==> src/rtl/hs_aligner_pkg.sv <==
// Shared definitions for the high-speed byte aligner.
// Assumes the lane state is tracked at the single-rate bit clock.
package hs_aligner_pkg;

    typedef enum logic [2:0] {
        ST_WAIT    = 3'd0,
        ST_STOP    = 3'd1,
        ST_REQ     = 3'd2,
        ST_HUNT    = 3'd3,
        ST_PAYLOAD = 3'd4,
        ST_FAIL    = 3'd5
    } lane_state_t;

    localparam logic [1:0] LP_00 = 2'b00;
    localparam logic [1:0] LP_01 = 2'b01;
    localparam logic [1:0] LP_11 = 2'b11;

endpackage

==> src/rtl/hs_lp_sequencer.sv <==
// Lane state machine: follows the low-power request handshake, then the
// hunt/payload/fail phases of a burst. Assumes sync_hit and hunt_timeout
// are mutually exclusive single-cycle indications from the hunter.
module hs_lp_sequencer
    import hs_aligner_pkg::*;
(
    input  logic        clk,
    input  logic        rst_n,
    input  logic [1:0]  lp_lines,
    input  logic        sync_hit,
    input  logic        hunt_timeout,
    output lane_state_t state
);

    lane_state_t state_nx;

    // Next-state selection from line levels and hunter results.
    always_comb begin
        state_nx = state;
        case (state)
            ST_WAIT: if (lp_lines == LP_11) state_nx = ST_STOP;
            ST_STOP: begin
                if (lp_lines == LP_01)      state_nx = ST_REQ;
                else if (lp_lines != LP_11) state_nx = ST_WAIT;
            end
            ST_REQ: begin
                if (lp_lines == LP_00)      state_nx = ST_HUNT;
                else if (lp_lines == LP_11) state_nx = ST_STOP;
                else if (lp_lines != LP_01) state_nx = ST_WAIT;
            end
            ST_HUNT: begin
                if (lp_lines == LP_11)      state_nx = ST_STOP;
                else if (sync_hit)          state_nx = ST_PAYLOAD;
                else if (hunt_timeout)      state_nx = ST_FAIL;
            end
            ST_PAYLOAD: if (lp_lines == LP_11) state_nx = ST_STOP;
            ST_FAIL:    if (lp_lines == LP_11) state_nx = ST_STOP;
            default:    state_nx = ST_WAIT;
        endcase
    end

    // State register.
    always_ff @(posedge clk) begin
        if (!rst_n) state <= ST_WAIT;
        else        state <= state_nx;
    end

endmodule

==> src/rtl/hs_sync_hunter.sv <==
// Sliding-window leader search. Bits shift in at the MSB so the oldest of
// the last DATA_W bits sits at bit 0. Assumes the window and counters are
// cleared whenever hunting is not active.
module hs_sync_hunter #(
    parameter int          DATA_W     = 8,
    parameter logic [DATA_W-1:0] SYNC_WORD = 8'hB8,
    parameter int          SYNC_LIMIT = 64
) (
    input  logic clk,
    input  logic rst_n,
    input  logic hunting,
    input  logic enable,
    input  logic bit_vld,
    input  logic bit_in,
    output logic sync_hit,
    output logic hunt_timeout
);

    localparam int FILL_W = $clog2(DATA_W);
    localparam int CNT_W  = $clog2(SYNC_LIMIT + 1);
    localparam logic [FILL_W-1:0] FILL_FULL = FILL_W'(DATA_W - 1);
    localparam logic [CNT_W-1:0]  CNT_LAST  = CNT_W'(SYNC_LIMIT - 1);

    logic [DATA_W-1:0] win_q;
    logic [DATA_W-1:0] win_nx;
    logic [FILL_W-1:0] fill_q;
    logic [CNT_W-1:0]  cnt_q;
    logic              take;

    assign take   = enable && bit_vld;
    assign win_nx = {bit_in, win_q[DATA_W-1:1]};

    // Match and timeout decisions for the bit taken this cycle.
    always_comb begin
        sync_hit     = take && (fill_q == FILL_FULL) && (win_nx == SYNC_WORD);
        hunt_timeout = take && !sync_hit && (cnt_q == CNT_LAST);
    end

    // Window, fill level and hunt bit count.
    always_ff @(posedge clk) begin
        if (!rst_n || !hunting) begin
            win_q  <= '0;
            fill_q <= '0;
            cnt_q  <= '0;
        end else if (take) begin
            win_q <= win_nx;
            if (fill_q != FILL_FULL) fill_q <= fill_q + 1'b1;
            if (cnt_q != CNT_LAST)   cnt_q  <= cnt_q + 1'b1;
        end
    end

endmodule

==> src/rtl/hs_byte_packer.sv <==
// Packs payload bits LSB first into bytes and flags each completed byte.
// Assumes it is cleared whenever the lane is not in payload.
module hs_byte_packer #(
    parameter int DATA_W = 8
) (
    input  logic              clk,
    input  logic              rst_n,
    input  logic              in_payload,
    input  logic              enable,
    input  logic              bit_vld,
    input  logic              bit_in,
    output logic              byte_done,
    output logic [DATA_W-1:0] byte_val
);

    localparam int BC_W = $clog2(DATA_W);
    localparam logic [BC_W-1:0] BC_LAST = BC_W'(DATA_W - 1);

    logic [DATA_W-1:0] asm_q;
    logic [BC_W-1:0]   bcnt_q;

    assign byte_done = enable && bit_vld && (bcnt_q == BC_LAST);
    assign byte_val  = {bit_in, asm_q[DATA_W-1:1]};

    // Shift register and bit position within the current byte.
    always_ff @(posedge clk) begin
        if (!rst_n || !in_payload) begin
            asm_q  <= '0;
            bcnt_q <= '0;
        end else if (enable && bit_vld) begin
            asm_q  <= byte_val;
            bcnt_q <= byte_done ? '0 : bcnt_q + 1'b1;
        end
    end

endmodule

==> src/rtl/hs_byte_aligner.sv <==
// Top of the burst byte aligner: request tracking, leader hunt, byte
// packing and a one-byte hold-back so the end marker lands on the last
// complete byte. Assumes one recovered bit per clock at most.
module hs_byte_aligner
    import hs_aligner_pkg::*;
#(
    parameter int DATA_W     = 8,
    parameter logic [DATA_W-1:0] SYNC_WORD = 8'hB8,
    parameter int SYNC_LIMIT = 64
) (
    input  logic              clk,
    input  logic              rst_n,
    input  logic [1:0]        lp_lines,
    input  logic              hs_bit,
    input  logic              hs_bit_vld,
    output logic [DATA_W-1:0] byte_data,
    output logic              byte_vld,
    output logic              byte_sop,
    output logic              byte_eop,
    output logic              sync_err
);

    lane_state_t       state;
    logic              sync_hit;
    logic              hunt_timeout;
    logic              hunting;
    logic              in_payload;
    logic              lines_stop;
    logic              byte_done;
    logic [DATA_W-1:0] byte_val;
    logic [DATA_W-1:0] hold_q;
    logic              hold_vld_q;
    logic              hold_sop_q;
    logic              first_q;
    logic              end_burst;

    assign hunting    = (state == ST_HUNT);
    assign in_payload = (state == ST_PAYLOAD);
    assign lines_stop = (lp_lines == LP_11);
    assign end_burst  = in_payload && lines_stop;
    assign sync_err   = (state == ST_FAIL);

    hs_lp_sequencer u_seq (
        .clk          (clk),
        .rst_n        (rst_n),
        .lp_lines     (lp_lines),
        .sync_hit     (sync_hit),
        .hunt_timeout (hunt_timeout),
        .state        (state)
    );

    hs_sync_hunter #(
        .DATA_W     (DATA_W),
        .SYNC_WORD  (SYNC_WORD),
        .SYNC_LIMIT (SYNC_LIMIT)
    ) u_hunt (
        .clk          (clk),
        .rst_n        (rst_n),
        .hunting      (hunting),
        .enable       (hunting && !lines_stop),
        .bit_vld      (hs_bit_vld),
        .bit_in       (hs_bit),
        .sync_hit     (sync_hit),
        .hunt_timeout (hunt_timeout)
    );

    hs_byte_packer #(
        .DATA_W (DATA_W)
    ) u_pack (
        .clk        (clk),
        .rst_n      (rst_n),
        .in_payload (in_payload),
        .enable     (in_payload && !lines_stop),
        .bit_vld    (hs_bit_vld),
        .bit_in     (hs_bit),
        .byte_done  (byte_done),
        .byte_val   (byte_val)
    );

    // Hold-back register and registered byte output with markers.
    always_ff @(posedge clk) begin
        if (!rst_n) begin
            hold_q     <= '0;
            hold_vld_q <= 1'b0;
            hold_sop_q <= 1'b0;
            first_q    <= 1'b1;
            byte_data  <= '0;
            byte_vld   <= 1'b0;
            byte_sop   <= 1'b0;
            byte_eop   <= 1'b0;
        end else begin
            byte_vld <= 1'b0;
            byte_sop <= 1'b0;
            byte_eop <= 1'b0;
            if (!in_payload) begin
                first_q    <= 1'b1;
                hold_vld_q <= 1'b0;
            end else if (end_burst) begin
                hold_vld_q <= 1'b0;
                if (hold_vld_q) begin
                    byte_data <= hold_q;
                    byte_vld  <= 1'b1;
                    byte_sop  <= hold_sop_q;
                    byte_eop  <= 1'b1;
                end
            end else if (byte_done) begin
                if (hold_vld_q) begin
                    byte_data <= hold_q;
                    byte_vld  <= 1'b1;
                    byte_sop  <= hold_sop_q;
                end
                hold_q     <= byte_val;
                hold_vld_q <= 1'b1;
                hold_sop_q <= first_q;
                first_q    <= 1'b0;
            end
        end
    end

endmodule

==> config.mk <==
export PLATFORM = sky130hd
export DESIGN_NAME = hs_byte_aligner
export DESIGN_NICKNAME = d
export VERILOG_FILES = /design/src/rtl/hs_aligner_pkg.sv /design/src/rtl/hs_lp_sequencer.sv /design/src/rtl/hs_sync_hunter.sv /design/src/rtl/hs_byte_packer.sv /design/src/rtl/hs_byte_aligner.sv
export SDC_FILE = /design/constraint.sdc
export NUM_CORES = 1
export LEC_CHECK = 0
export ABC_AREA = 1
export ABC_CLOCK_PERIOD_IN_PS = 1800
export BUFFER_PORTS_ARGS = -buffer_cell sky130_fd_sc_hd__buf_2
export CORE_MARGIN = 3
export CORE_UTILIZATION = 54
export DETAILED_ROUTE_END_ITERATION = 10
export GPL_TIMING_DRIVEN = 0
export PLACE_DENSITY = 0.83
export SYNTH_ARGS = -nofsm -noshare
export SYNTH_HDL_FRONTEND = slang
export SYNTH_HIERARCHICAL = 1
export SYNTH_SLANG_ARGS = --single-unit
==> constraint.sdc <==
create_clock -name clk -period 1.8 [get_ports clk]
set_clock_uncertainty 0.15 [all_clocks]
set_input_delay 0 -clock clk [delete_from_list [all_inputs] [get_ports clk]]
set_output_delay 0 -clock clk [all_outputs]
set_load 0.005 [all_outputs]
**Word level (Yosys, flattened, before mapping)**

Cells that the tools add are included.

- Flip-flop bits (word level): 54
- Bits in latches: 0
- Bits in writable memories: 0
- Memory bits (read-only): 0
- Input port bits: 6
- Output and inout port bits: 12
- Word-level logic and storage cells: 89
- Memories: 0

- Add/sub/neg operators: 3
- $mul: 0
- Div/mod/pow operators: 0
- $lt $le $gt $ge: 0
- Equal/unequal tests: 19
- Shift operators: 0
- Mux-type cells: 20
- Bitwise gates (word level): 3
- Reduce and logical (&&, ||, !) cells: 30

Operators with widths:

| kind | count |
|---|---|
| $mux W3 | 10 |
| $mux W8 | 3 |
| $eq A3 B3 Y1 const B | 4 |
| $pmux W3 S4 | 1 |
| $logic_and A1 B1 Y1 | 10 |
| $reduce_and A2 Y1 | 5 |
| $eq A8 B8 Y1 const B | 1 |
| $add A7 B1 Y7 const B | 1 |
| $eq A7 B6 Y1 const B | 1 |
| $ne A7 B6 Y1 const B | 1 |
| $add A3 B1 Y3 const B | 2 |
| $eq A3 B2 Y1 const B | 2 |
| $mux W1 | 6 |
| $reduce_and A3 Y1 | 2 |
| $reduce_or A3 Y1 | 2 |
| $logic_not A1 Y1 | 5 |
| $ne A2 B1 Y1 const B | 2 |
| $ne A4 B2 Y1 const B | 1 |
| $ne A4 B3 Y1 const B | 1 |
| $reduce_and A4 Y1 | 1 |
| $eq A3 B1 Y1 const B | 1 |
| $logic_not A3 Y1 | 1 |
| $ne A3 B1 Y1 const B | 1 |
| $ne A3 B3 Y1 const B | 1 |
| other kinds (7) | 10 |

**Depth between registers and ports, before layout**

Gate-level depths: netlist of run 1.

- Word-level depth: 13
- Gate-level depth with buffers: 13
- Depth with buffers taken out: 13

**By module**

The synthesis of run 1 kept the hierarchy.

By module, submodules not included:

| module | times used | cells each | area an instance (µm²) | sequential area each (µm²) |
|---|---|---|---|---|
| hs_byte_aligner | 1 | 133 | 957.2 | 440.4 |
| hs_sync_hunter | 1 | 107 | 792.0 | 340.3 |
| hs_byte_packer | 1 | 72 | 506.7 | 200.2 |
| hs_lp_sequencer | 1 | 47 | 295.3 | 60.1 |

**Least setup slack after synthesis of run 1**

Ideal clock, no wire load.

- Path kind: flip-flop to flip-flop
- From: register u_seq.state[1]
- To: register u_seq.state[0]
- Library setup time: 0.113 ns
- Arrival time: 1.764 ns
- Data required time: 1.537 ns
- Setup slack: -0.226 ns
- Cell stages (with the launch flop): 12
- Buffers on the path: 0
- Clock period less this slack: 2.026 ns
- Path through: dfxtp_1 -> inv_1 -> nor4_1 -> nand2_2 -> nor2_1 -> inv_1 -> nor4_1 -> nor2_1 -> nand4_1 -> nand3_2 -> nor2_1 -> nor2_1

- Cells in the longest elaborated chain, start to end: 10
- Elaborated cells between the ends (all ways): 22
- Those cells by class: eq/ne: 9; mux: 3; reduce/logical: 10

Ends and longest elaborated chain:

| item | RTL line | text |
|---|---|---|
| from (decl) | hs_lp_sequencer.sv:12 | `output lane_state_t state` |
| from (signal assigned) | hs_lp_sequencer.sv:45 | `else state <= state_nx;` |
| $eq A3 B2 Y1 (*) | hs_byte_aligner.sv:37 | `assign hunting = (state == ST_HUNT);` |
| $logic_and A1 B1 Y1 (*) | hs_byte_aligner.sv:60 | `.enable (hunting && !lines_stop),` |
| $logic_and A1 B1 Y1 (*) | hs_sync_hunter.sv:30 | `assign take = enable && bit_vld;` |
| $logic_and A1 B1 Y1 (*) (2 in series) | hs_sync_hunter.sv:35 | `sync_hit = take && (fill_q == FILL_FULL) && (win_nx == SYNC_WORD);` |
| named net sync_hit | hs_byte_aligner.sv:24 | `logic sync_hit;` |
| $logic_not A1 Y1 | hs_sync_hunter.sv:36 | `hunt_timeout = take && !sync_hit && (cnt_q == CNT_LAST);` |
| $logic_and A1 B1 Y1 (2 in series) | hs_sync_hunter.sv:36 |  |
| $ne A4 B3 Y1 (no source line) | n/a |  |
| $reduce_and A4 Y1 (no source line) | n/a |  |

Mark *: on every way through the listed nets, which the timed path passes. The rest lies on a longest branch.
A chain may end at the register's enable or synchronous reset.

**Worst setup path in the final report of run 1**

- From: register u_seq.state[0]
- To: register byte_data[3]

- Cells in the longest elaborated chain, start to end: 6
- Elaborated cells between the ends (all ways): 8
- Those cells by class: eq/ne: 1; mux: 1; reduce/logical: 6

Ends and longest elaborated chain:

| item | RTL line | text |
|---|---|---|
| $eq A3 B3 Y1 | hs_byte_aligner.sv:38 | `assign in_payload = (state == ST_PAYLOAD);` |
| $logic_and A1 B1 Y1 | hs_byte_aligner.sv:73 | `.enable (in_payload && !lines_stop),` |
| $logic_and A1 B1 Y1 (2 in series) | hs_byte_packer.sv:22 | `assign byte_done = enable && bit_vld && (bcnt_q == BC_LAST);` |
| named net byte_done | hs_byte_aligner.sv:29 | `logic byte_done;` |
| $reduce_bool A2 Y1 (no source line) | n/a |  |
| $reduce_and A2 Y1 (no source line) | n/a |  |
| to (signal assigned) | hs_byte_aligner.sv:101 | `byte_data <= hold_q;` |
| to (signal assigned) | hs_byte_aligner.sv:108 | `byte_data <= hold_q;` |
| to (decl) | hs_byte_aligner.sv:16 | `output logic [DATA_W-1:0] byte_data,` |

The timed path passes the listed nets, and every way through them passes these cells.

==> results of run 1 <==
## power groups by stage
stage | combinational, W | clock (W) | sequential (W)
5_1_grt | 0.000743 | 0.000752 | 0.00124
4_1_cts | 0.000522 | 0.000699 | 0.00123
3_5_place_dp | 0.000432 | 0 | 0.00126
6_report | 0.000679 | 0.000706 | 0.00124
2_1_floorplan | 0.000355 | 0 | 0.00124
3_3_place_gp | 0.000426 | 0 | 0.00125
## worst max-delay path by stage
stage,endpoint,depth (start not counted)
CTS,u_seq/state[0],12
floorplan,u_seq/state[0],12
global placement,u_seq/state[0],12
global route,u_seq/state[1],10
finish,byte_data[3],12
detailed placement,u_seq/state[0],12
## kinds of logic (layout without fill, tap and decap cells)
| family | after synthesis | after routing | share of synthesized area, % |
|---|---|---|---|
| and+or+nand+nor | 212 | 213 | 37.0 |
| DFF | 52 | 52 | 40.8 |
| buffers and inverters | 58 | 105 | 11.7 |
| adders and majority gates | 10 | 10 | 4.90 |
| AOI/OAI and AO/OA | 27 | 27 | 5.54 |
## placed cells by master (no fill, tap or decap), types with 3 or more instances in the layout
cell type / n
a21oi_1: 12
buf_2: 17
buf_4: 10
buf_6: 11
clkbuf_8: 7
dfxtp_1: 49
dlygate4sd3_1: 6
ha_1: 9
inv_1: 37
inv_2: 6
inv_4: 3
nand2_1: 67
nand2_2: 14
nand2_4: 5
nand3_1: 14
nand3_2: 7
nor2_1: 79
nor2_2: 7
nor2_4: 7
o21ai_0: 9
## per-layer routing
| metal | vias up | routed length [µm] | global-route usage (%) |
|---|---|---|---|
| met5 | - | 0 | 0 |
| met4 | 0 | 286 | 7.91 |
| met3 | 31 | 355 | 3.87 |
| met2 | 92 | 3160 | 32.7 |
| met1 | 1097 | 2760 | 25.9 |
| li1 | 1199 | - | - |
## synthesized netlist by cell type
cell and count:
nor2_1 88, nand2_1 73, dfxtp_1 52, inv_1 42, nand3_1 20, a21oi_1 14
nand2_2 11, o21ai_0 11, ha_1 10, inv_2 7, buf_6 5, buf_4 2
nand2_4 2, nand3b_1 2, nand4_1 2, nor2_2 2, nor2_4 2, nor3_1 2
nor3_2 2, nor4_1 2, a21oi_2 1, and3_1 1, bufinv_16 1, clkbuf_8 1
nand3_2 1, nand4_4 1, o211ai_1 1, or2_2 1
## layout make-up
type | count | share of cell area [%]
Multi-Input combinational cell | 250 | 42.6
Sequential cell | 52 | 32.6
Timing Repair Buffer | 39 | 9.59
Inverter | 50 | 7.57
Buffer | 8 | 2.76
Clock buffer | 7 | 2.68
Tap cell | 52 | 2.02
Clock inverter | 1 | 0.233
## worst max-delay path, cell delays in order (launching register included)
cell     delay [ns]
dfxtp_4        0.37
buf_4          0.13
buf_6          0.11
nor2_4         0.16
nand2_4        0.08
nor2_4         0.15
nand3_2        0.10
inv_4          0.11
inv_6          0.05
a21oi_4        0.27
nand3_1        0.12
nand2_1        0.09
nor2_1         0.04
## sequential cells by signal (all words and copies together) (netlist names), 3 cells and up
name and cells:
u_seq/state 3, u_hunt/cnt_q 7, u_hunt/win_q 7, u_pack/asm_q 7, byte_data 8, u_pack/bcnt_q 3, u_hunt/fill_q 3, hold_q 8
## through the flow
step | std cells | util (%) | hold slack (ns)
2_1_floorplan | 359 | - | -0.0316
3_3_place_gp | 428 | 61.2 | 0.144
3_5_place_dp | 428 | 61.2 | 0.147
4_1_cts | 448 | 67.1 | 0.0170
5_1_grt | 459 | 72.5 | 0.0715
6_report | 459 | 72.5 | 0.0522
## what timing repair did
| action | in CTS | in global routing |
|---|---|---|
| setup buffers | 5 | 9 |
| pin swaps | 12 | 22 |
| endpoints found under the setup margin | 22 | 32 |
| hold buffers | 6 | 0 |
| cloned | 1 | 2 |
| resized for setup | 17 | 47 |
| endpoints found under the hold margin | 13 | 0 |
==> summary.txt, run 1 <==
Status
  • Status: complete, but fails checks
  • Failing checks: setup timing

STA
  • RSZ-0062 raised after global routing: true
  • Fin. max-slew vios: 0
  • Setup TNS: -3.80 ns
  • Worst Tran Pin Value: 0.295 ns
  • Final setup viols: 23
  • Final period utilization: 113%
  • Tmin final: 2.03 ns
  • Worst setup margin: -0.233 ns
  • Relative slew margins: 80.1%
  • Highest clock rate: 492 MHz
  • Hold Violations, Final: 0

Layout
  • Ant. Diodes: 0
  • Multi-input logic area: 1370 µm²
  • Layout cells sized above 1: 28.0%
  • Fin area: 3220 µm²
  • Layout Nets: 422
  • Sequential Area: 1050 µm²
  • Fillcell total: 314
  • Area growth syn-to-layout: 26.3%

Worst setup path
  • Largest fanout on the critical path: 8
  • Worst EP required: 1.86 ns
  • Worst flop-to-flop path startpoint: u_seq/state[0]
  • CP startpoint: u_seq/state[0]
  • Flop2flop setup slack: -0.23 ns
  • Worst Setup End Kind: register
  • Reg2reg path depth: 12
  • Crit path DAT: 2.10 ns
  • Reg2reg end: byte_data[3]
  • CP Launch Type: register
  • Kind of critical path: register to register

CTS
  • CTS Buf Count: 5
  • CTS tree: yes
  • Clock root buffer: clkbuf_8
  • Htree depth: 2
  • Clk pin slew, worst setup/hold paths: 0.09 ns
  • Clock latency on the worst-skew pair: 0.31 ns
  • Clock tree buffer depth: 2
  • Clock sink count: 52

Place
  • Port bufs: 17
  • Post-DP HPWL: 3230 µm
  • GPL Wtd Cong: 0.846
  • Placed cell area: 2720 µm²
  • Place WS: -0.323 ns

Die
  • DIE HEIGHT: 74.7 µm
  • # rows: 24
  • Core Area: 4440 µm²
  • Initial Utilization: 57.4%
  • Io pins: 18
  • Die area: 5590 µm²
  • Chip width: 74.7 µm

Synthesis
  • Synth Instances: 359
  • Synth top area share: 40.8%
  • Yosys reg bits: 52
  • Ranking of synthesized cells by area: dfxtp_1 41%, nor2_1 13%, nand2_1 11%, inv_1 6.2%, ha_1 4.9%
  • Post-synthesis sequential area ratio: 40.8%
  • Largest area contributor in the netlist: dfxtp_1
  • Yosys warnings: 6
  • Post-synthesis cell area: 2550 µm²
  • Mean Syn Cell Area: 7.11 µm²
  • Synth cell types: 28
  • Syn nets: 375

Pwr
  • P_leak: 1.51 nW
  • Total internal power: 0.00179 W
  • Maximum vdd drop: 0.000501 V
  • Comb power frac: 25.9%
  • Seq pwr share: 47.3%
  • Switching pwr: 0.000834 W
  • Pwr/cell area: 814 nW/µm²
  • Switching portion of total power: 31.8%
  • Clock power frac: 26.9%
  • Post-layout power: 0.00263 W

Global route
  • First-pass GRT wire length: 8710 µm
  • Vias in the first global route: 1,984
  • GRT Overall Usage: 19.9%
  • Initial antenna violation count: 0
  • Largest net degree at the start of global routing: 16
  • Grt total ovfl: 0

Detailed routing
  • Vias: 2,419
  • Post-DRT Antenna Nets: 0
  • DRT Pass-1 Iters: 4
  • 1st-iter DRT viols: 173
  • Drt drc: 0
  • Final wirelength: 6560 µm
  • Via/cell ratio: 5.27
  • Routed len/inst: 14.3 µm

Min path
  • Worst hold path type: input port to register
  • Hold_sp: rst_n
  • Hold endpoint: byte_vld
  • WHS Path Cells: 4

Job
  • Max-Cap Viols: 0
Note: power is estimated with default switching activity, not from simulation.
==> run 2: changes to the inputs <==
--- a/config.mk
+++ b/config.mk
@@ -5,13 +5,13 @@
 export SDC_FILE = /design/constraint.sdc
 export NUM_CORES = 1
 export LEC_CHECK = 0
-export ABC_AREA = 1
 export ABC_CLOCK_PERIOD_IN_PS = 1800
 export BUFFER_PORTS_ARGS = -buffer_cell sky130_fd_sc_hd__buf_2
+export CELL_PAD_IN_SITES_DETAIL_PLACEMENT = 1
+export CELL_PAD_IN_SITES_GLOBAL_PLACEMENT = 1
 export CORE_MARGIN = 3
-export CORE_UTILIZATION = 54
+export CORE_UTILIZATION = 42
 export DETAILED_ROUTE_END_ITERATION = 10
-export GPL_TIMING_DRIVEN = 0
 export PLACE_DENSITY = 0.83
 export SYNTH_ARGS = -nofsm -noshare
 export SYNTH_HDL_FRONTEND = slang
==> summary.txt, run 2 <==
Worst setup path
  • Worst EP required: 1.85 ns (about the same)
  • Flop2flop setup slack: -0.26 ns (-0.02 ns)
  • Largest fanout on the critical path: 3 (-5)
  • Crit path DAT: 2.10 ns (about the same)
  • CP startpoint: u_hunt/fill_q[0]
  • Reg2reg end: u_seq/state[0]
  • Worst Setup End Kind: register
  • CP Launch Type: register
  • Kind of critical path: register to register
  • Worst flop-to-flop path startpoint: u_hunt/fill_q[0]
  • End point of the critical path: u_seq/state[0]
  • Reg2reg path depth: 9 (-3)

Synthesis
  • Largest area contributor in the netlist: dfxtp_1
  • Post-synthesis mux area share: 8.06% (+8.1 points)
  • Synth top area share: 41.9% (+1.1 points)
  • Largest family of logic cells by synthesized area: simple AND/OR/NAND/NOR gates
  • Ys async rst share: 0% (unchanged)
  • Synth cell types: 52 (+86%)
  • Synth Area in XOR/XNOR: 0.705% (+0.71 points)
  • Post-synthesis cell area: 2480 µm² (-2.6%)
  • Ranking of synthesized cells by area: dfxtp_1 42%, mux2i_1 8.1%, nand2_1 7.9%, ha_1 5.0%, a21oi_1 4.2%
  • Post-synth EDFFs: 0 (unchanged)
  • Post-synthesis simple-gate area fraction: 22.2% (-15 points)
  • Yosys reg bits: 52 (unchanged)
  • Most common flop cell mapped by yosys: dfxtp_1
  • Mean Syn Cell Area: 9.44 µm² (+33%)
  • Post-synthesis sequential area ratio: 41.9% (+1.1 points)
  • Yosys warnings: 6 (unchanged)
  • Syn nets: 279 (-26%)
  • Post-synthesis compound-gate area fraction: 16.5% (+11 points)
  • Synth Instances: 263 (-27%)
  • Top cells by count, synth: 52 x dfxtp_1, 52 x nand2_1, 21 x a21oi_1
  • Post-synthesis adder-cell area fraction: 5.04% (+0.13 points)

STA
  • Highest clock rate: 486 MHz (-1.1%)
  • Hold Violations, Final: 0 (unchanged)
  • Final period utilization: 114% (+1.2 points)
  • Fin. max-slew vios: 0 (unchanged)
  • Tmin final: 2.06 ns (+0.0223 ns)
  • Worst Tran Pin Value: 0.351 ns (+0.0560 ns)
  • Setup TNS: -1.03 ns (+2.77 ns)
  • Relative slew margins: 76.6% (-3.6 points)
  • Worst setup margin: -0.256 ns (-0.0223 ns)
  • RSZ-0062 raised after global routing: true
  • Hold WS: 0.0184 ns (-0.0338 ns)
  • Final setup viols: 11 (-52%)

Layout
  • Fin area: 3070 µm² (-4.7%)
  • Final Util: 54.8% (-18 points)
  • Layout Nets: 323 (-23%)
  • Most frequent cells in the layout: 51 x nand2_1, 47 x dfxtp_1, 26 x buf_4
  • Ant. Diodes: 0 (unchanged)
  • Fin cells: 380 (-17%)
  • Sequential Area: 1050 µm² (+0.24%)
  • Layout cells sized above 1: 28.9% (+0.89 points)
  • Multi-input logic area: 1440 µm² (+5.0%)
  • Top Registers: byte_data: 8 flops, hold_q: 8 flops
  • Area growth syn-to-layout: 23.7%
  • Commonest non-fill, non-tap cell in the layout: nand2_1
  • Fillcell total: 644 (+110%)

Die
  • Core Area: 5610 µm² (+26%)
  • Initial Utilization: 44.3% (-13 points)
  • Io pins: 18 (unchanged)
  • DIE HEIGHT: 82.9 µm (+11%)
  • Die area: 6870 µm² (+23%)
  • Chip width: 82.9 µm (+11%)
  • # rows: 27 (+13%)

Detailed routing
  • Via/cell ratio: 5.28 (+0.22%)
  • Vias: 2,007 (-17%)
  • 1st-iter DRT viols: 81 (-53%)
  • Post-DRT Antenna Nets: 0 (unchanged)
  • Final wirelength: 5810 µm (-12%)
  • Routed len/inst: 15.3 µm (+6.9%)
  • Drt drc: 0 (unchanged)
  • DRT Pass-1 Iters: 4 (unchanged)

Min path
  • Worst hold path type: input port to register
  • WHS Path Cells: 4 (unchanged)

CTS
  • Clock sink count: 52 (unchanged)
  • Htree depth: 2 (unchanged)
  • CTS Buf Count: 5 (unchanged)
  • Clock root buffer: clkbuf_8
  • Clk pin slew, worst setup/hold paths: 0.10 ns (about the same)
  • Clock latency on the worst-skew pair: 0.31 ns (about the same)
  • Clock tree buffer depth: 2 (unchanged)
  • CTS tree: yes

Global route
  • Largest net degree at the start of global routing: 23 (+7)
  • Grt total ovfl: 0 (unchanged)
  • Vias in the first global route: 2,139 (+7.8%)
  • Initial antenna violation count: 0 (unchanged)
  • GRT Overall Usage: 17.6% (-2.3 points)
  • First-pass GRT wire length: 10,000 µm (+15%)

Place
  • Port bufs: 17 (unchanged)
  • Placed cell area: 2790 µm² (+2.6%)
  • Post-DP HPWL: 4000 µm (+24%)
  • GPL Wtd Cong: 0.738 (-13%)
  • Post-Place Cells: 363 (-15%)

Pwr
  • Pwr/cell area: 647 nW/µm² (-21%)
  • Maximum vdd drop: 0.000339 V (-32%)
  • P_leak: 1.19 nW (-21%)

Job
  • Max-Cap Viols: 0 (unchanged)

Status
  • Status: complete, but fails checks
  • Failing checks: setup timing
run 2: cell count changes after synthesis, moves of 4 or more:
cell     previous run  this run
inv_2               7         0
a21oi_1            14        21
a21bo_1             0        10
nand2_2            11         1
mux2i_1             0        20
and3b_1             0         4
nor2_1             88         7
nor2b_1             0         4
nand2_1            73        52
and2_1              0         4
nand3_1            20        11
inv_1              42         6
o21ai_0            11         6
run 2: kinds of logic after synthesis:
| logic type | Yosys count |
|---|---|
| AND/OR/NAND/NOR | 104 |
| AO/OA/AOI/OAI | 55 |
| flip-flops | 52 |
| buffers and inverters | 20 |
| multiplexers | 20 |
| adder cells (fa/ha/maj) | 10 |
| XOR/XNOR | 2 |
run 2: final cells by class:
type | instances | share of cell area, %
Inverter | 6 | 0.733
Multi-Input combinational cell | 192 | 46.9
Clock inverter | 3 | 0.855
Sequential cell | 52 | 34.3
Timing Repair Buffer | 50 | 12.1
Clock buffer | 5 | 2.24
Tap cell | 72 | 2.93
run 2: report_power, final:
| part | leakage, nW | internal, W | total, W | switching [W] |
|---|---|---|---|---|
| Sequential | 0.422 | 0.00115 | 0.00115 | 0.00000383 |
| Clock | 0.0506 | 0.000288 | 0.000712 | 0.000424 |
| Combinational | 0.714 | 0.0000515 | 0.000121 | 0.0000696 |
| Total | 1.19 | 0.00149 | 0.00199 | 0.000498 |
run 2: per-stage QoR:
step                      total power [W]  setup WS [ns]
final                             0.00199         -0.256
after global routing              0.00207         -0.412
after CTS                         0.00201         -0.265
after detailed placement          0.00128         -0.343
after global placement            0.00128         -0.214
after floorplan                   0.00125         -0.166
run 2: worst min path at each step:
stage	startpoint	endpoint	slack (ns)
6_report	lp_lines[0]	hold_vld_q	0.02
5_1_grt	lp_lines[0]	hold_vld_q	0.03
4_1_cts	lp_lines[0]	hold_vld_q	0.02
3_5_place_dp	hs_bit	u_hunt/win_q[7]	0.16
3_3_place_gp	hs_bit	u_hunt/win_q[7]	0.16
2_1_floorplan	hs_bit	u_hunt/win_q[7]	-0.01
run 2: worst max-delay path, cell delays in order, from the launching register on:
cell and delay [ns]:
dfxtp_2 0.36, ha_4 0.14, ha_4 0.12, nor4b_4 0.18, nand3b_1 0.15, nor3_2 0.31, nor4b_2 0.10, o21ai_2 0.21
a21o_1 0.15, o211ai_1 0.08
run 2: routing by layer:
metal / wire length, µm / GRT usage [%] / up-vias
met5: 0 / 0 / -
met4: 83 / 5.20 / 0
met3: 147 / 3.37 / 7
met2: 3170 / 34.0 / 26
met1: 2410 / 19.2 / 961
li1: - / - / 1013
run 2: what timing repair did:
action / 4_1_cts / 5_1_grt
pin swaps: 8 / 5
resized for setup: 14 / 8
cloned: 1 / 0
endpoints found under the setup margin: 20 / 15
hold buffers: 4 / 0
endpoints found under the hold margin: 12 / 0
buffers inserted: 4 / 0
==> run 3: changes to the inputs <==
==> constraint.sdc (replaced) <==
create_clock -name clk -period 1.8 [get_ports clk]
set_clock_uncertainty 0.15 [all_clocks]
set_input_delay 0.09 -clock clk [delete_from_list [all_inputs] [get_ports clk]]
set_output_delay 0.09 -clock clk [all_outputs]
set_load 0.005 [all_outputs]
==> summary.txt, run 3 (synthesis results as in run 2) <==
Worst setup path
  • CP startpoint: u_hunt/fill_q[1]
  • CP peak stage delay: 0.36 ns (about the same)
  • Largest fanout on the critical path: 3 (unchanged)
  • Crit path DAT: 2.12 ns (+0.02 ns)
  • Worst Path Buf+Inv: 1 (+1)
  • Reg2reg end: u_seq/state[0]
  • Worst Setup End Kind: register
  • Crit path cell chain: ha_4 > ha_4 > nor4b_4 > nand3b_1 > buf_4 > nor3_4 > and3b_2 > o31ai_4 > nand4_1 > o211ai_1
  • Crit-path most repeated cell: ha_4
  • Worst path top cell family by delay: simple AND/OR/NAND/NOR gates
  • CP Launch Type: register
  • Worst EP required: 1.84 ns (about the same)
  • Worst flop-to-flop path startpoint: u_hunt/fill_q[1]
  • Kind of critical path: register to register
  • Flop2flop setup slack: -0.28 ns (-0.02 ns)
  • Worst path slowest cell: dfxtp_2
  • End point of the critical path: u_seq/state[0]
  • Reg2reg path depth: 10 (+1)
  • Crit path depth: 10 (+1)

STA
  • Tmin final: 2.08 ns (+0.0200 ns)
  • Final setup viols: 11 (unchanged)
  • Worst Tran Pin Value: 0.358 ns (+0.00749 ns)
  • Fin. max-slew vios: 0 (unchanged)
  • Relative slew margins: 76.1% (-0.50 points)
  • Final period utilization: 115% (+1.1 points)
  • Hold Violations, Final: 0 (unchanged)
  • Highest clock rate: 482 MHz (-0.96%)
  • RSZ-0062 raised after global routing: true
  • Worst setup margin: -0.276 ns (-0.0200 ns)

CTS
  • Clk pin slew, worst setup/hold paths: 0.09 ns (about the same)
  • CTS Buf Count: 5 (unchanged)
  • CTS tree: yes
  • Clock root buffer: clkbuf_8
  • Clock sink count: 52 (unchanged)
  • Clock tree buffer depth: 2 (unchanged)
  • Htree depth: 2 (unchanged)
  • Clock latency on the worst-skew pair: 0.31 ns (about the same)

Layout
  • Layout cells sized above 1: 29.5% (+0.65 points)
  • Fin cells: 380 (unchanged)
  • Most frequent cells in the layout: 51 x nand2_1, 46 x dfxtp_1, 28 x buf_4
  • Fin area: 3060 µm² (-0.41%)
  • Final Util: 54.6% (-0.22 points)
  • Ant. Diodes: 0 (unchanged)
  • Commonest non-fill, non-tap cell in the layout: nand2_1
  • Layout Nets: 323 (unchanged)
  • Area growth syn-to-layout: 23.2%
  • Fillcell total: 649 (+0.78%)
  • Top Registers: byte_data: 8 flops, hold_q: 8 flops

Global route
  • GRT Overall Usage: 16.1% (-1.5 points)
  • Initial antenna violation count: 0 (unchanged)
  • Most used routing layer: met2
  • Largest net degree at the start of global routing: 23 (unchanged)
  • Met1 usage in global routing: 19.0% (-0.15 points)
  • Grt total ovfl: 0 (unchanged)
  • First-pass GRT wire length: 9400 µm (-6.0%)
  • Vias in the first global route: 2,057 (-3.8%)
  • Met3 global-route usage: 4.37% (+0.99 points)
  • Met2 capacity usage during global routing: 28.9% (-5.1 points)

Status
  • Status: complete, but fails checks
  • Failing checks: setup timing

Place
  • Port bufs: 17 (unchanged)
  • Placed cell area: 2800 µm² (+0.27%)
  • Post-Place Cells: 364 (+0.28%)
  • Post-DP HPWL: 3930 µm (-1.9%)
  • GPL Wtd Cong: 0.754 (+2.1%)

Pwr
  • P_leak: 1.21 nW (+1.9%)
  • Pwr/cell area: 638 nW/µm² (-1.5%)
  • Total internal power: 0.00148 W (-0.96%)
  • Switching portion of total power: 24.4% (-0.68 points)
  • Post-layout power: 0.00195 W (-1.9%)
  • Maximum vdd drop: 0.000357 V (+5.3%)
  • Switching pwr: 0.000475 W (-4.5%)
  • Clock power frac: 34.8% (-1.0 points)
  • Seq pwr share: 59.2% (+1.1 points)
  • Comb power frac: 6.1% (about the same)

Die
  • DIE HEIGHT: 82.9 µm (unchanged)
  • Core Area: 5610 µm² (unchanged)
  • # rows: 27 (unchanged)
  • Die area: 6870 µm² (unchanged)
  • Io pins: 18 (unchanged)
  • Chip width: 82.9 µm (unchanged)
  • Initial Utilization: 44.3% (unchanged)

Min path
  • Worst hold path type: input port to register

Detailed routing
  • Post-DRT Antenna Nets: 0 (unchanged)
  • Final wirelength: 5600 µm (-3.6%)
  • Routed len/inst: 14.7 µm (-3.6%)
  • Vias: 2,036 (+1.4%)
  • DRT Pass-1 Iters: 4 (unchanged)
  • Via/cell ratio: 5.36 (+1.4%)
  • Drt drc: 0 (unchanged)
  • 1st-iter DRT viols: 41 (-49%)

Job
  • Max-Cap Viols: 0 (unchanged)
==> run 3: changes by cell type in the layout (fill, tap and decap cells not counted), sizes merged <==
cell | previous run | this run
dlygate4sd3 | 4 | 2
inv | 8 | 7
clkinvlp | 0 | 1
buf | 46 | 48
==> run 3: layer usage <==
layer,wire (µm),part of all wire [%]
met5,0,0
met4,52,0.93
met3,122,2.2
met2,2980,53
met1,2440,44
==> run 3: area by class of cell <==
cell class / instances / area [µm²] / share of cell area (%)
well taps: 72 / 90.1 / 2.94
flip-flops and latches: 52 / 1050 / 34.4
inverters: 6 / 22.5 / 0.736
multi-input cells: 192 / 1440 / 47.1
clock buffers: 5 / 68.8 / 2.25
repair buffers: 50 / 362 / 11.8
clock inverters: 3 / 21.3 / 0.695
==> run 3: worst min-delay path: cells and delay by family <==
kind	cells	cell delay, ns
buffers and inverters	1	0.15
AO/OA/AOI/OAI	1	0.06
AND/OR/NAND/NOR	1	0.14
==> run 3: through the flow <==
| step | setup TNS [ns] | setup WS [ns] | hold slack, ns |
|---|---|---|---|
| 6_report | -0.697 | -0.276 | 0.0246 |
| 5_1_grt | -1.80 | -0.408 | 0.0372 |
| 4_1_cts | -0.823 | -0.317 | 0.00865 |
| 3_5_place_dp | -1.41 | -0.418 | 0.253 |
| 3_3_place_gp | -0.429 | -0.214 | 0.241 |
| 2_1_floorplan | -0.918 | -0.166 | 0.0760 |
==> run 3: worst min path at each step <==
| stage | endpoint | from | cells after the start |
|---|---|---|---|
| global placement | u_hunt/win_q[7] | hs_bit | 3 |
| CTS | u_hunt/cnt_q[5] | hs_bit_vld | 3 |
| finish | u_hunt/cnt_q[5] | hs_bit_vld | 3 |
| detailed placement | hold_q[7] | hs_bit | 3 |
| global route | u_hunt/cnt_q[5] | hs_bit_vld | 3 |
| floorplan | u_hunt/win_q[7] | hs_bit | 2 |
==> run 3: what timing repair did <==
| action | CTS | global route |
|---|---|---|
| hold endpoints to repair | 4 | 0 |
| pin swaps | 9 | 8 |
| buffers inserted | 2 | 3 |
| gates cloned | 0 | 1 |
| endpoints found under the setup margin | 17 | 22 |
| gates resized for setup | 12 | 10 |
| hold buffers | 2 | 0 |
==> run 3: power groups by stage <==
stage / Combinational (W) / Clock (W) / Sequential (W)
finish: 0.000118 / 0.000678 / 0.00115
global route: 0.000129 / 0.000768 / 0.00116
CTS: 0.000110 / 0.000710 / 0.00115
detailed placement: 0.000103 / 0 / 0.00118
global placement: 0.0000990 / 0 / 0.00118
floorplan: 0.0000641 / 0 / 0.00118
